<file path="src/rtl/sram_wr_pkg.sv">
// Package: shared phase encoding and a helper for the write sequencer.
// Assumes: included first in the compile order.
package sram_wr_pkg;

    typedef enum logic [2:0] {
        PH_IDLE  = 3'd0,
        PH_SETUP = 3'd1,
        PH_REL   = 3'd2,
        PH_DRIVE = 3'd3,
        PH_HOLD  = 3'd4,
        PH_REC   = 3'd5
    } wr_phase_t;

    // Larger of two integer timing values.
    function automatic int imax(input int a, input int b);
        return (a > b) ? a : b;
    endfunction

endpackage

</file>
<file path="src/rtl/sram_wr_timer.sv">
// Phase timer: a down counter loaded at each phase entry.
// Assumes: load values are phase length minus one; expired flags the last cycle.
module sram_wr_timer #(
    parameter int CNT_W = 3
) (
    input  logic             clk,
    input  logic             rst_n,
    input  logic             load,
    input  logic [CNT_W-1:0] load_val,
    output logic             expired
);
    logic [CNT_W-1:0] cnt_q;

    // Count down to zero, or reload on phase entry.
    always_ff @(posedge clk) begin
        if (!rst_n)
            cnt_q <= '0;
        else if (load)
            cnt_q <= load_val;
        else if (cnt_q != '0)
            cnt_q <= cnt_q - 1'b1;
    end

    assign expired = (cnt_q == '0);
endmodule

</file>
<file path="src/rtl/sram_wr_fsm.sv">
// Phase sequencer: walks setup, release, drive, hold and recovery.
// Assumes: all phase lengths >= 1; the timer expires on each phase's last cycle.
module sram_wr_fsm
    import sram_wr_pkg::*;
#(
    parameter int CNT_W  = 3,
    parameter int LEN_AS = 2,
    parameter int LEN_RL = 2,
    parameter int LEN_HI = 4,
    parameter int LEN_LO = 3,
    parameter int LEN_DH = 1,
    parameter int LEN_WR = 2
) (
    input  logic             clk,
    input  logic             rst_n,
    input  logic             req,
    input  logic             req_oe_low,
    input  logic             expired,
    output logic             load,
    output logic [CNT_W-1:0] load_val,
    output logic             accept,
    output wr_phase_t        phase_d
);
    wr_phase_t phase_q;
    logic      oe_low_q;

    assign accept = (phase_q == PH_IDLE) && req;

    // Next phase and timer reload value.
    always_comb begin
        phase_d  = phase_q;
        load     = 1'b0;
        load_val = '0;
        case (phase_q)
            PH_IDLE: if (req) begin
                phase_d = PH_SETUP; load = 1'b1; load_val = CNT_W'(LEN_AS - 1);
            end
            PH_SETUP: if (expired) begin
                load = 1'b1;
                if (oe_low_q) begin
                    phase_d = PH_REL;   load_val = CNT_W'(LEN_RL - 1);
                end else begin
                    phase_d = PH_DRIVE; load_val = CNT_W'(LEN_HI - 1);
                end
            end
            PH_REL: if (expired) begin
                phase_d = PH_DRIVE; load = 1'b1; load_val = CNT_W'(LEN_LO - 1);
            end
            PH_DRIVE: if (expired) begin
                phase_d = PH_HOLD; load = 1'b1; load_val = CNT_W'(LEN_DH - 1);
            end
            PH_HOLD: if (expired) begin
                phase_d = PH_REC; load = 1'b1; load_val = CNT_W'(LEN_WR - 1);
            end
            PH_REC: if (expired) phase_d = PH_IDLE;
            default: phase_d = PH_IDLE;
        endcase
    end

    // Phase register and captured output-enable mode.
    always_ff @(posedge clk) begin
        if (!rst_n) begin
            phase_q  <= PH_IDLE;
            oe_low_q <= 1'b0;
        end else begin
            phase_q <= phase_d;
            if (accept) oe_low_q <= req_oe_low;
        end
    end
endmodule

</file>
<file path="src/rtl/sram_wr_pins.sv">
// Pin register: registers every memory pin from the next phase, so strobes are glitch-free.
// Assumes: accept is high only in the idle cycle that starts a write.
module sram_wr_pins
    import sram_wr_pkg::*;
#(
    parameter int ADDR_W = 17,
    parameter int DATA_W = 8
) (
    input  logic              clk,
    input  logic              rst_n,
    input  logic              accept,
    input  logic [ADDR_W-1:0] req_addr,
    input  logic [DATA_W-1:0] req_data,
    input  logic              req_oe_low,
    input  wr_phase_t         phase_d,
    output logic              ready,
    output logic [ADDR_W-1:0] sram_addr,
    output logic [DATA_W-1:0] sram_dout,
    output logic              sram_dout_en,
    output logic              sram_cs1_n,
    output logic              sram_cs2,
    output logic              sram_we_n,
    output logic              sram_oe_n
);
    logic sel_d, we_d, drv_d;

    // Decode the strobes for the coming phase.
    always_comb begin
        sel_d = (phase_d == PH_SETUP) || (phase_d == PH_REL) || (phase_d == PH_DRIVE);
        we_d  = (phase_d == PH_REL)   || (phase_d == PH_DRIVE);
        drv_d = (phase_d == PH_DRIVE) || (phase_d == PH_HOLD);
    end

    // Strobe and handshake flops.
    always_ff @(posedge clk) begin
        if (!rst_n) begin
            ready        <= 1'b1;
            sram_cs1_n   <= 1'b1;
            sram_cs2     <= 1'b0;
            sram_we_n    <= 1'b1;
            sram_dout_en <= 1'b0;
        end else begin
            ready        <= (phase_d == PH_IDLE);
            sram_cs1_n   <= ~sel_d;
            sram_cs2     <= sel_d;
            sram_we_n    <= ~we_d;
            sram_dout_en <= drv_d;
        end
    end

    // Address, data and output-enable capture at acceptance.
    always_ff @(posedge clk) begin
        if (!rst_n) begin
            sram_addr <= '0;
            sram_dout <= '0;
            sram_oe_n <= 1'b1;
        end else if (accept) begin
            sram_addr <= req_addr;
            sram_dout <= req_data;
            sram_oe_n <= ~req_oe_low;
        end
    end
endmodule

</file>
<file path="src/rtl/sram_wr_seq.sv">
// Top: asynchronous SRAM write sequencer with request/ready host side.
// Assumes: all timing parameters are >= 1 and given in clock cycles.
module sram_wr_seq
    import sram_wr_pkg::*;
#(
    parameter int ADDR_W = 17,
    parameter int DATA_W = 8,
    parameter int T_AS   = 2,
    parameter int T_WP   = 4,
    parameter int T_DW   = 3,
    parameter int T_DH   = 1,
    parameter int T_WR   = 2,
    parameter int T_WHZ  = 2
) (
    input  logic              clk,
    input  logic              rst_n,
    input  logic              req,
    input  logic [ADDR_W-1:0] req_addr,
    input  logic [DATA_W-1:0] req_data,
    input  logic              req_oe_low,
    output logic              ready,
    output logic [ADDR_W-1:0] sram_addr,
    output logic [DATA_W-1:0] sram_dout,
    output logic              sram_dout_en,
    output logic              sram_cs1_n,
    output logic              sram_cs2,
    output logic              sram_we_n,
    output logic              sram_oe_n
);
    localparam int LEN_HI  = imax(T_WP, T_DW);
    localparam int WP_REST = (T_WP > T_WHZ) ? (T_WP - T_WHZ) : 1;
    localparam int LEN_LO  = imax(T_DW, WP_REST);
    localparam int LEN_MAX = imax(imax(imax(T_AS, T_WHZ), imax(LEN_HI, LEN_LO)),
                                  imax(T_DH, T_WR));
    localparam int CNT_W   = $clog2(LEN_MAX + 1);

    logic             load, expired, accept;
    logic [CNT_W-1:0] load_val;
    wr_phase_t        phase_d;

    sram_wr_timer #(.CNT_W(CNT_W)) u_timer (
        .clk(clk), .rst_n(rst_n), .load(load), .load_val(load_val), .expired(expired)
    );

    sram_wr_fsm #(
        .CNT_W(CNT_W), .LEN_AS(T_AS), .LEN_RL(T_WHZ), .LEN_HI(LEN_HI),
        .LEN_LO(LEN_LO), .LEN_DH(T_DH), .LEN_WR(T_WR)
    ) u_fsm (
        .clk(clk), .rst_n(rst_n), .req(req), .req_oe_low(req_oe_low),
        .expired(expired), .load(load), .load_val(load_val),
        .accept(accept), .phase_d(phase_d)
    );

    sram_wr_pins #(.ADDR_W(ADDR_W), .DATA_W(DATA_W)) u_pins (
        .clk(clk), .rst_n(rst_n), .accept(accept), .req_addr(req_addr),
        .req_data(req_data), .req_oe_low(req_oe_low), .phase_d(phase_d),
        .ready(ready), .sram_addr(sram_addr), .sram_dout(sram_dout),
        .sram_dout_en(sram_dout_en), .sram_cs1_n(sram_cs1_n), .sram_cs2(sram_cs2),
        .sram_we_n(sram_we_n), .sram_oe_n(sram_oe_n)
    );
endmodule

</file>
<file path="config.mk">
export PLATFORM = sky130hd
export DESIGN_NAME = sram_wr_seq
export DESIGN_NICKNAME = d
export VERILOG_FILES = /design/src/rtl/sram_wr_pkg.sv /design/src/rtl/sram_wr_timer.sv /design/src/rtl/sram_wr_fsm.sv /design/src/rtl/sram_wr_pins.sv /design/src/rtl/sram_wr_seq.sv
export SDC_FILE = /design/constraint.sdc
export NUM_CORES = 1
export LEC_CHECK = 0
export ABC_CLOCK_PERIOD_IN_PS = 2100
export BUFFER_PORTS_ARGS = -buffer_cell sky130_fd_sc_hd__buf_2
export CAP_MARGIN = 20
export CORE_AREA = 5 5 72 74
export DETAILED_ROUTE_END_ITERATION = 10
export DIE_AREA = 0 0 77 79
export PLACE_DENSITY = 0.67
export SETUP_SLACK_MARGIN = 0.02
export SYNTH_ARGS = -nofsm -noshare
export SYNTH_HDL_FRONTEND = slang
export SYNTH_HIERARCHICAL = 1
export SYNTH_SLANG_ARGS = --single-unit
</file>
<file path="constraint.sdc">
create_clock -name clk -period 2.1 [get_ports clk]
set_clock_uncertainty 0.15 [all_clocks]
set_input_delay 0.21 -clock clk [delete_from_list [all_inputs] [get_ports clk]]
set_output_delay 0.21 -clock clk [all_outputs]
set_load 0.1 [all_outputs]
</file>
==> impl_metrics.toml <==
[floorplanning]
dieArea_mm2 = 0.00608
die_h_um = 79
core-area_mm2 = 0.00454
fp-row-count = 25
io_pins = 60
die_w_um = 77
start_util = 0.374

[timing]
fmax_mhz = 511
finalWorstPathRequiredPeriod_ns = 1.96
tightest_slew_ns = 0.504
fin_setup_tns_ns = 0
rsz0062_at_grt = "no"
relSlewSlack = 0.663
slew_viol_final = 0
fin_crit_sh = 0.931
hold_viol = 0
report.final.setup_viol = 0

[clock_tree]
clockRootBuffer = "clkbuf_8"
clockBufferDepth = 2
cts_tree = "built"
clkSinkCount = 38
clock_latency_ns = 0.28
cts-buffers-inserted = 5
clk_pin_slew_ns = 0.07
postCtsHoldBufs = 0
cts_htree_levels = 2

[power]
internal_power_mw = 1.59
power_frac_seq = 0.314
combPwrFrac = 0.522
switching_share = 0.480
vdd_drop_max_mv = 0.485
p_switching_mw = 1.47
clkPwrFrac = 0.164
total_power_mw = 3.07
p_leak_nw = 0.947
power_density_mw_per_mm2 = 1470

[layout]
synthToLayoutAreaGrowth_pct = 23.3
nFillCells = 432
diodes = 0
final_core_util = 0.462
final_area_mm2 = 0.00209
layout-drive-gt1-share = 0.373
mostFrequentLayoutCell = "buf_2"
most-common-layout-cells = "buf_2, dfxtp_1, nor2b_1"
layout.nets = 247

[setup_path]
crit_type = "flip-flop to flip-flop"
cp_max_fo = 13
worstPathArrival_ns = 1.97
rr_startpoint = "u_fsm/phase_q[0]$_SDFF_PN0_"
critPathMaxStageDelay_ns = 0.47
slowest_stage = "dfxtp_1"
critical-path-top-delay-family = "compound AO/OA/AOI/OAI gates"
critical_path_required_ns = 2.11
crit_chain = "or3_1, a31o_1, nor2b_2, a2111oi_1"
startpoint = "u_fsm/phase_q[0]$_SDFF_PN0_"
cp-end-kind = "flip-flop"
critical_path_buf_inv_count = 0
critPathLaunchType = "flip-flop"

[route]
met2_length_mm = 1.43
met1_length_mm = 1.47
num_vias = 1255
drtAntennaViolNets = 0
via_per_inst = 4.63
firstDrtPassIters = 4
drtIter0Drc = 56
wl_per_cell_um = 11.8
top_layer_used = "met4"
drcViolationCount = 0
met3_length_um = 235
wl_mm = 3.20

[logic_synthesis]
synth-seq-cells = 38
yosys_most_used_dff = "dfxtp_1"
syn_inst = 156
synth_area_leaders = "dfxtp_1, mux2i_1, nor2b_1"
async_reset_ff_frac = 0
synth-seq-area-share = 0.448
syn_nets = 187
synth.distinct_cells = 42
synth_area_mm2 = 0.00170
synth_area_leader_cell = "dfxtp_1"
synth-edff-count = 0
syn_avg_cell_area_um2 = 10.9
yosys_warnings = 6
synth_top_area_share = 0.448

[run]
drv_cap = 0

[global_routing]
grt_pass1_vias = 1223
grt_usage = 0.112
grt_pass1_wl_mm = 5.48
grt.overflow.total = 0
grt_max_degree = 36
antenna_found_initial = 0

[placement]
post_dp_cell_area_mm2 = 0.00199
dp_hpwl_mm = 2.34
place_congestion = 0.666
io_buffers = 59

[hold_path]
min_from = "req_addr[4]"
min-delay-path-class = "primary input to flip-flop"

[run_status]
outcome = "completed"
-- worst register-to-register path, stage by stage, from the launching register on --
cell	delay, ns
dfxtp_1	0.47
or3_1	0.41
a31o_1	0.29
nor2b_2	0.18
a2111oi_1	0.34
-- cells in the mapped netlist (2+ instances only) --
master	count
buf_6	2
nor4b_1	2
buf_12	2
a21oi_1	2
nor2_1	3
nor2b_2	2
nor2b_1	30
dfxtp_1	38
inv_1	4
mux2i_1	27
and2_1	3
a2111oi_1	2
buf_4	2
nor3b_1	3
ha_1	2
buf_2	4
o21ai_0	3
-- layout make-up --
cell class | instances | area (µm²) | area share
clock inverter | 2 | 12.5 | 0.00598
tap | 54 | 67.6 | 0.0323
clock buffer | 6 | 82.6 | 0.0395
inverter | 4 | 15.0 | 0.00717
sequential | 38 | 762 | 0.364
timing repair buffer | 64 | 333 | 0.159
multi-input combinational | 103 | 821 | 0.392
-- per-layer routing --
| layer | track usage | up-vias |
|---|---|---|
| met5 | 0 | - |
| met4 | 0.0619 | 0 |
| met3 | 0.0374 | 7 |
| met2 | 0.166 | 37 |
| met1 | 0.143 | 561 |
| li1 | - | 650 |
-- path summary, 6_finish.rpt --
path                            slack [ns]                               end  depth (start not counted)
worst min-delay path                  0.03  u_pins/sram_addr[4]$_SDFFE_PN0P_                          3
worst max-delay path                  0.14     u_timer/cnt_q[1]$_SDFFE_PN0P_                          4
worst min register to register        0.36  u_pins/sram_addr[5]$_SDFFE_PN0P_                          2
worst max register to register        0.14     u_timer/cnt_q[1]$_SDFFE_PN0P_                          4
-- state kept, by name, indices dropped and copies added (netlist names) --
signal               count
u_fsm/oe_low_q           1
u_fsm/phase_q            3
u_pins/ready             1
u_pins/sram_addr        17
u_pins/sram_cs1_n        1
u_pins/sram_cs2          1
u_pins/sram_dout         8
u_pins/sram_dout_en      1
u_pins/sram_oe_n         1
u_pins/sram_we_n         1
u_timer/cnt_q            3
-- kinds of logic (layout without fill, tap and decap cells) --
kind of cell / count (synthesis) / count (layout) / share of synthesized area
XOR/XNOR: 2 / 2 / 0.0103
buffers and inverters: 15 / 76 / 0.0685
adder cells (fa/ha/maj): 2 / 2 / 0.0147
multiplexers: 27 / 27 / 0.159
AND/OR/NAND/NOR: 54 / 54 / 0.220
other: 1 / 1 / 0.00221
AO/OA/AOI/OAI: 17 / 17 / 0.0766
flip-flops: 38 / 38 / 0.448
-- timing repair --
action / CTS / global route
buffers inserted: 0 / 1
endpoints found under the hold margin: 0 / 0
endpoints found under the setup margin: 0 / 5
gates resized for setup: 0 / 3
-- through the flow --
stage          setup slack (ns)  hold WS [ns]  std cells
2_1_floorplan            0.0340         0.182        156
3_3_place_gp              0.118         0.315        262
3_5_place_dp             0.0734         0.326        262
4_1_cts                  0.0671        0.0208        270
5_1_grt                  0.0330        0.0356        271
6_report                  0.144        0.0316        271
-- power by group through the flow --
stage                     registers (mW)  clock network, mW  logic [mW]
after floorplan                     1.70                  0       0.668
after global placement             0.976                  0        1.58
after detailed placement           0.977                  0        1.59
after CTS                          0.961              0.531        1.59
after global routing               0.988              0.559        1.71
final                              0.962              0.504        1.60
(Power assumes the default switching activity.)
